[src/rtl/mm_pkg.sv]
// Shared types for the checksum-extended matrix multiplier.
// Assumes: nothing beyond the standard.
package mm_pkg;
    typedef enum logic [2:0] {
        S_IDLE, S_PRE, S_LOADA, S_MUL, S_DRAIN, S_WRITE, S_DONE
    } mm_state_e;

    // What the row arriving from memory this cycle is for
    typedef enum logic [1:0] {
        K_NONE, K_BSUM, K_ALOAD, K_MULT
    } mm_kind_e;
endpackage

[src/rtl/mm_bsum.sv]
// Right-operand row totals: adds all elements of an arriving row and
// stores the total in one of N slots; one slot is read combinationally.
// Assumes: wr_idx and rd_idx are below N.
module mm_bsum #(
    parameter int N  = 3,
    parameter int D  = 16,
    parameter int IW = 2
) (
    input  logic           clk,
    input  logic           rst_n,
    input  logic           wr,
    input  logic [IW-1:0]  wr_idx,
    input  logic [N*D-1:0] row,
    input  logic [IW-1:0]  rd_idx,
    output logic [D-1:0]   sum
);
    logic [D-1:0] slot [N];
    logic [D-1:0] total;

    // Sum the row's elements modulo 2^D
    always_comb begin
        total = '0;
        for (int k = 0; k < N; k++) total = total + row[k*D +: D];
    end

    // Store the total into its slot
    always_ff @(posedge clk) begin
        if (!rst_n) begin
            for (int k = 0; k < N; k++) slot[k] <= '0;
        end else if (wr) begin
            slot[wr_idx] <= total;
        end
    end

    assign sum = slot[rd_idx];

    p_sum_idx_r1: assert property (@(posedge clk) disable iff (!rst_n)
        wr |-> (int'(wr_idx) < N));
endmodule

[src/rtl/mm_asum.sv]
// Left-operand row buffer and running column totals. A loaded row is
// latched and added into the totals; use_sum copies the totals into the
// buffer to form the checksum row.
// Assumes: load and use_sum are never high together; sel is below N.
module mm_asum #(
    parameter int N  = 3,
    parameter int D  = 16,
    parameter int IW = 2
) (
    input  logic           clk,
    input  logic           rst_n,
    input  logic           clr,
    input  logic           load,
    input  logic           use_sum,
    input  logic [N*D-1:0] row,
    input  logic [IW-1:0]  sel,
    output logic [D-1:0]   elem
);
    logic [D-1:0] abuf [N];
    logic [D-1:0] csum [N];

    // Column totals: cleared per run, accumulated per loaded row
    always_ff @(posedge clk) begin
        if (!rst_n || clr) begin
            for (int k = 0; k < N; k++) csum[k] <= '0;
        end else if (load) begin
            for (int k = 0; k < N; k++) csum[k] <= csum[k] + row[k*D +: D];
        end
    end

    // Row buffer: real row, or the totals for the final row
    always_ff @(posedge clk) begin
        if (!rst_n) begin
            for (int k = 0; k < N; k++) abuf[k] <= '0;
        end else if (load) begin
            for (int k = 0; k < N; k++) abuf[k] <= row[k*D +: D];
        end else if (use_sum) begin
            for (int k = 0; k < N; k++) abuf[k] <= csum[k];
        end
    end

    assign elem = abuf[sel];

    p_load_excl_r2: assert property (@(posedge clk) disable iff (!rst_n)
        !(load && use_sum));
    p_clr_excl_r10: assert property (@(posedge clk) disable iff (!rst_n)
        !(clr && load));
endmodule

[src/rtl/mm_lane.sv]
// One multiply-accumulate lane: clear, then add a*b mod 2^D per step.
// An optional injection forces one accumulator bit high on every step.
// Assumes: clr and step are not high together.
module mm_lane #(
    parameter int D  = 16,
    parameter int BW = 4
) (
    input  logic          clk,
    input  logic          rst_n,
    input  logic          clr,
    input  logic          step,
    input  logic [D-1:0]  a,
    input  logic [D-1:0]  b,
    input  logic          inj,
    input  logic [BW-1:0] inj_bit,
    output logic [D-1:0]  acc
);
    logic [2*D-1:0] prod;
    logic [D-1:0]   force_mask;

    // Full product and the stuck-at-one mask
    always_comb begin
        prod       = a * b;
        force_mask = inj ? (D'(1) << inj_bit) : '0;
    end

    // Accumulator register
    always_ff @(posedge clk) begin
        if (!rst_n || clr) acc <= '0;
        else if (step)     acc <= (acc + prod[D-1:0]) | force_mask;
    end

    p_clear_r3: assert property (@(posedge clk) disable iff (!rst_n)
        clr |=> (acc == '0));
    p_stuck_bit_r8: assert property (@(posedge clk) disable iff (!rst_n)
        (step && inj && !clr) |=> acc[$past(inj_bit)]);
endmodule

[src/rtl/chk_matmul.sv]
// Checksum-extended matrix multiplier top: sequences the row-total
// pre-pass, the per-row left-operand load, the streaming of right rows
// to N+1 lanes, and one output write per row.
// Assumes: operand memory returns rd_data one cycle after rd_en.
module chk_matmul
    import mm_pkg::*;
#(
    parameter int N = 3,
    parameter int D = 16
) (
    input  logic                   clk,
    input  logic                   rst_n,
    input  logic                   start,
    output logic                   rd_en,
    output logic [$clog2(2*N)-1:0] rd_addr,
    input  logic [N*D-1:0]         rd_data,
    output logic                   wr_en,
    output logic [$clog2(N+1)-1:0] wr_addr,
    output logic [(N+1)*D-1:0]     wr_data,
    output logic                   done,
    input  logic [N:0]             inj_lane,
    input  logic [$clog2(D)-1:0]   inj_bit
);
    localparam int AW = $clog2(2*N);
    localparam int RW = $clog2(N+1);
    localparam int BW = $clog2(D);
    localparam int L  = N + 1;

    mm_state_e    st;
    mm_kind_e     issue_kind, pk;
    logic [RW-1:0] cnt, row, pidx;
    logic [D-1:0]  a_elem, bsum_q;
    logic          last_cnt;

    assign last_cnt = (cnt == RW'(N-1));

    // Read request and its purpose for the current state
    always_comb begin
        rd_en      = 1'b0;
        rd_addr    = '0;
        issue_kind = K_NONE;
        case (st)
            S_PRE: begin
                rd_en = 1'b1; rd_addr = AW'(N) + AW'(cnt); issue_kind = K_BSUM;
            end
            S_MUL: begin
                rd_en = 1'b1; rd_addr = AW'(N) + AW'(cnt); issue_kind = K_MULT;
            end
            S_LOADA: if (row != RW'(N)) begin
                rd_en = 1'b1; rd_addr = AW'(row); issue_kind = K_ALOAD;
            end
            default: ;
        endcase
    end

    // Track what the returning row is for and which index it carries
    always_ff @(posedge clk) begin
        if (!rst_n) begin
            pk   <= K_NONE;
            pidx <= '0;
        end else begin
            pk   <= issue_kind;
            pidx <= cnt;
        end
    end

    // Run sequencer
    always_ff @(posedge clk) begin
        if (!rst_n) begin
            st <= S_IDLE; cnt <= '0; row <= '0;
        end else begin
            case (st)
                S_IDLE:  if (start) begin st <= S_PRE; cnt <= '0; end
                S_PRE:   if (last_cnt) begin st <= S_LOADA; cnt <= '0; row <= '0; end
                         else cnt <= cnt + 1'b1;
                S_LOADA: begin st <= S_MUL; cnt <= '0; end
                S_MUL:   if (last_cnt) st <= S_DRAIN; else cnt <= cnt + 1'b1;
                S_DRAIN: st <= S_WRITE;
                S_WRITE: if (row == RW'(N)) st <= S_DONE;
                         else begin row <= row + 1'b1; st <= S_LOADA; end
                default: st <= S_IDLE;
            endcase
        end
    end

    mm_bsum #(.N(N), .D(D), .IW(RW)) u_bsum (
        .clk(clk), .rst_n(rst_n), .wr(pk == K_BSUM), .wr_idx(pidx),
        .row(rd_data), .rd_idx(pidx), .sum(bsum_q)
    );

    mm_asum #(.N(N), .D(D), .IW(RW)) u_asum (
        .clk(clk), .rst_n(rst_n), .clr((st == S_IDLE) && start),
        .load(pk == K_ALOAD), .use_sum((st == S_LOADA) && (row == RW'(N))),
        .row(rd_data), .sel(pidx), .elem(a_elem)
    );

    for (genvar j = 0; j < L; j++) begin : g_lane
        logic [D-1:0] b_in, acc;
        if (j < N) begin : g_data
            assign b_in = rd_data[j*D +: D];
        end else begin : g_check
            assign b_in = bsum_q;
        end
        mm_lane #(.D(D), .BW(BW)) u_lane (
            .clk(clk), .rst_n(rst_n), .clr(st == S_LOADA), .step(pk == K_MULT),
            .a(a_elem), .b(b_in), .inj(inj_lane[j]), .inj_bit(inj_bit), .acc(acc)
        );
        assign wr_data[j*D +: D] = acc;
    end

    assign wr_en   = (st == S_WRITE);
    assign wr_addr = row;
    assign done    = (st == S_DONE);

    p_wr_range_r5: assert property (@(posedge clk) disable iff (!rst_n)
        wr_en |-> (int'(wr_addr) <= N));
    p_wr_gap_r5: assert property (@(posedge clk) disable iff (!rst_n)
        wr_en |=> !wr_en);
    p_done_after_last_r6: assert property (@(posedge clk) disable iff (!rst_n)
        (wr_en && (wr_addr == RW'(N))) |=> done);
    p_done_single_r6: assert property (@(posedge clk) disable iff (!rst_n)
        done |=> !done);
    p_rd_range_r3: assert property (@(posedge clk) disable iff (!rst_n)
        rd_en |-> (int'(rd_addr) < 2*N));
endmodule

[config.mk]
export PLATFORM = sky130hd
export DESIGN_NAME = chk_matmul
export DESIGN_NICKNAME = d
export VERILOG_FILES = /design/src/rtl/mm_pkg.sv /design/src/rtl/mm_bsum.sv /design/src/rtl/mm_asum.sv /design/src/rtl/mm_lane.sv /design/src/rtl/chk_matmul.sv
export SDC_FILE = /design/constraint.sdc
export NUM_CORES = 2
export LEC_CHECK = 0
export CAP_MARGIN = 20
export CORE_UTILIZATION = 34
export DETAILED_ROUTE_END_ITERATION = 7
export PLACE_DENSITY = 0.52
export SYNTH_ARGS = -nofsm -noshare
export SYNTH_HDL_FRONTEND = slang
export SYNTH_SLANG_ARGS = --single-unit
[constraint.sdc]
create_clock -name clk -period 19.5 [get_ports clk]
set_input_delay 4.875 -clock clk [delete_from_list [all_inputs] [get_ports clk]]
set_output_delay 4.875 -clock clk [all_outputs]
set_load 0.01 [all_outputs]
==> results.toml <==
[status]
status = "finished clean"

[place]
post_dp_cell_area_um2 = 32700
port_buffers = 130
dp_hpwl_um = 67700
pre_cts_slack_ns = 8.60
gp_congestion = 0.842
placed_cells = 4484

[critical_path]
r2r_setup_slack_ns = 11.98
reg2reg_from = "pidx[0]"
arrival_ns = 10.76
critical_path_required_ns = 19.94
worstSetupPathType = "primary input to flip-flop"
regToRegEndpoint = "g_lane[1].u_lane.acc[14]"
start_kind = "primary input"
cp-end-kind = "flip-flop"
path_max_fanout = 17
r2r_cells = 23

[detailed_routing]
route.detailed.drc = 0
drt_iter0_drc = 1189
viasPerCell = 4.91
routed_wl_um = 90800
ant_nets = 0
vias = 22300
drt-pass1-iter-count = 5
wl_per_cell_um = 20.0

[floorplan]
fp-row-count = 108
io_pins = 131
fp.dieH_um = 300
coreArea_um2 = 87300
initial_utilization = 0.346
die_x_um = 300
die_area_um2 = 89900

[final_layout]
post_layout_nonfiller_instances = 4538
fin_area_um2 = 33600
n_fill_cell = 8907
nNetsFinal = 4088
regArea_um2 = 6310
drive_gt1_frac = 0.0349
syn2layout_area_growth_pct = 11.3
multiInputGateArea_um2 = 20800

[sta]
clock_skew_ns = 0.0439
slew_violations = 0
period_minus_slack_ns = 10.32
timing.fmax_mhz = 96.9
tns_ns = 0
setup_violations = 0
final-hold-violation-count = 0
worst_slack_ns = 9.18
worst_slew_pin_slew_ns = 1.15
relSlewSlack = 0.225
grt_setup_unrepaired = "no"
fin_crit_sh = 0.529

[grt]
antenna_found_initial = 4
grt_start_max_net_pins = 113
grt_first_pass_wirelength_um = 141000
met2_usage = 0.362
grt-ovfl-total = 0
globalRouteMet1Util = 0.268
busiest_layer = "met2"
grtUsageTotal = 0.205
grt_util_met3 = 0.0159
grt_pass1_vias = 23400

[power]
seq_power_share = 0.192
combPwrFrac = 0.626
power_switching_uw = 1280
p_total_uw = 2920
swShare = 0.437
p_per_area_nw_per_um2 = 86.8
p_int_uw = 1640
irDropWorstVdd_mv = 0.0713
clkPwrFrac = 0.182
leakagePower_uw = 0.0150

[synth]
synth-edff-count = 160
synthTopCellsByArea = "fa_1 (26%), edfxtp_1 (16%), ha_1 (11%), inv_1 (8.6%), dfxtp_1 (5.0%)"
syn_area_um2 = 30200
synth.avg_cell_area_um2 = 9.09
netlist_top_cells_count = "inv_1 (689), fa_1 (395), nand2_1 (391)"
syn_nets = 4046
synth_area_leader_cell = "fa_1"
ys_ff_latch = 235
yosys.cell_types.count = 55
synth_most_common_cell = "inv_1"
synthArstFlopShare = 0
synth-seq-area-share = 0.209
synth_top_area_frac = 0.262
synth_cells = 3318
yosys_warnings = 0
synth_ff_type = "edfxtp_1"

[clocking]
cts_buffers = 28
clock-sinks = 235
clk_pin_slew_ns = 0.06
ctsHoldBuffers = 0
clkLatencyLatePin_ns = 0.62
cts_root_buf = "clkbuf_16"
cts_max_level = 1
cts_resized = 0
cts_tree = "yes"
cts_setup_buffers = 0
clock_path_buffers = 3

[hold_path]
min_path_cells = 2
hold_path_class = "flip-flop to flip-flop"
hold_end = "cnt[1]"
hp-start = "cnt[1]"

[flow_run]
cap_viol_max_count = 0
-- per-stage QoR --
| stage | utilization | hold slack (ns) |
|---|---|---|
| floorplan | - | 0.449 |
| global placement | 0.374 | 0.466 |
| detailed placement | 0.374 | 0.471 |
| CTS | 0.385 | 0.479 |
| global route | 0.385 | 0.510 |
| finish | 0.385 | 0.477 |
-- critical path: stages --
cell             delay (ns)
clkdlybuf4s50_1        0.92
and2_1                 0.39
fa_1                   0.50
inv_1                  0.05
fa_1                   0.56
fa_1                   0.45
fa_1                   0.55
inv_1                  0.05
fa_1                   0.49
inv_1                  0.05
fa_1                   0.47
inv_1                  0.04
ha_1                   0.31
and2_1                 0.19
a311o_1                0.35
o31ai_1                0.24
xor2_1                 0.17
a31oi_1                0.09
-- cell usage in the layout, fill, tap and decap left out, drive strengths merged, types with 35 or more instances in the layout --
cell type,netlist,final
inv,689,692
fa,395,395
nand2,391,391
ha,274,274
and2,186,186
edfxtp,160,160
nor2,155,155
xnor2,149,149
a21oi,143,143
clkdlybuf4s50,0,130
o21ai,111,111
dfxtp,75,75
a22o,48,48
nor2b,43,43
xor2,42,42
nor3,35,35
-- cell families after synthesis --
kind of cell,count (synthesis),synth area share
adders and majority gates,669,0.376
DFF,235,0.209
and+or+nand+nor,874,0.134
buffers and inverters,838,0.106
xor gates and xnor gates,195,0.0584
AOI/OAI and AO/OA,466,0.0980
muxes,41,0.0191
-- layout make-up --
type                    instances  area share
inverters                     689      0.0770
multi-input cells            2245       0.620
flip-flops and latches        235       0.188
repair buffers                161      0.0456
clock buffers                  31      0.0215
well taps                    1155      0.0430
clock inverters                20     0.00521
diodes                          2    0.000149
-- worst max-delay path by stage --
stage	start	endpoint	cells after the start
after floorplan	rd_data[1]	g_lane[0].u_lane.acc[14]	18
after global placement	rd_data[17]	g_lane[1].u_lane.acc[14]	18
after detailed placement	rd_data[17]	g_lane[1].u_lane.acc[14]	18
after CTS	rd_data[18]	g_lane[1].u_lane.acc[14]	18
after global routing	rd_data[2]	g_lane[0].u_lane.acc[14]	18
final	rd_data[18]	g_lane[1].u_lane.acc[14]	18
-- flip-flops by register name (all words and copies together) (netlist names) --
register	flops
g_lane.u_lane.acc	64
u_bsum.slot	64
u_asum.abuf	48
u_asum.csum	48
st	3
cnt	2
pidx	2
pk	2
wr_addr	2
-- metal layers --
| layer | part of all wire | vias up |
|---|---|---|
| li1 | - | 10500 |
| met4 | 0.027 | 2 |
| met5 | 0.000088 | - |
| met1 | 0.44 | 11200 |
| met2 | 0.50 | 479 |
| met3 | 0.038 | 119 |
-- power groups by stage --
stage | sequential [µW] | combinational [µW] | clock (µW)
global placement | 570 | 1840 | 0
CTS | 560 | 1860 | 543
detailed placement | 571 | 1840 | 0
floorplan | 567 | 1410 | 0
global route | 562 | 2080 | 558
finish | 560 | 1830 | 530
(Power assumes the default switching activity.)
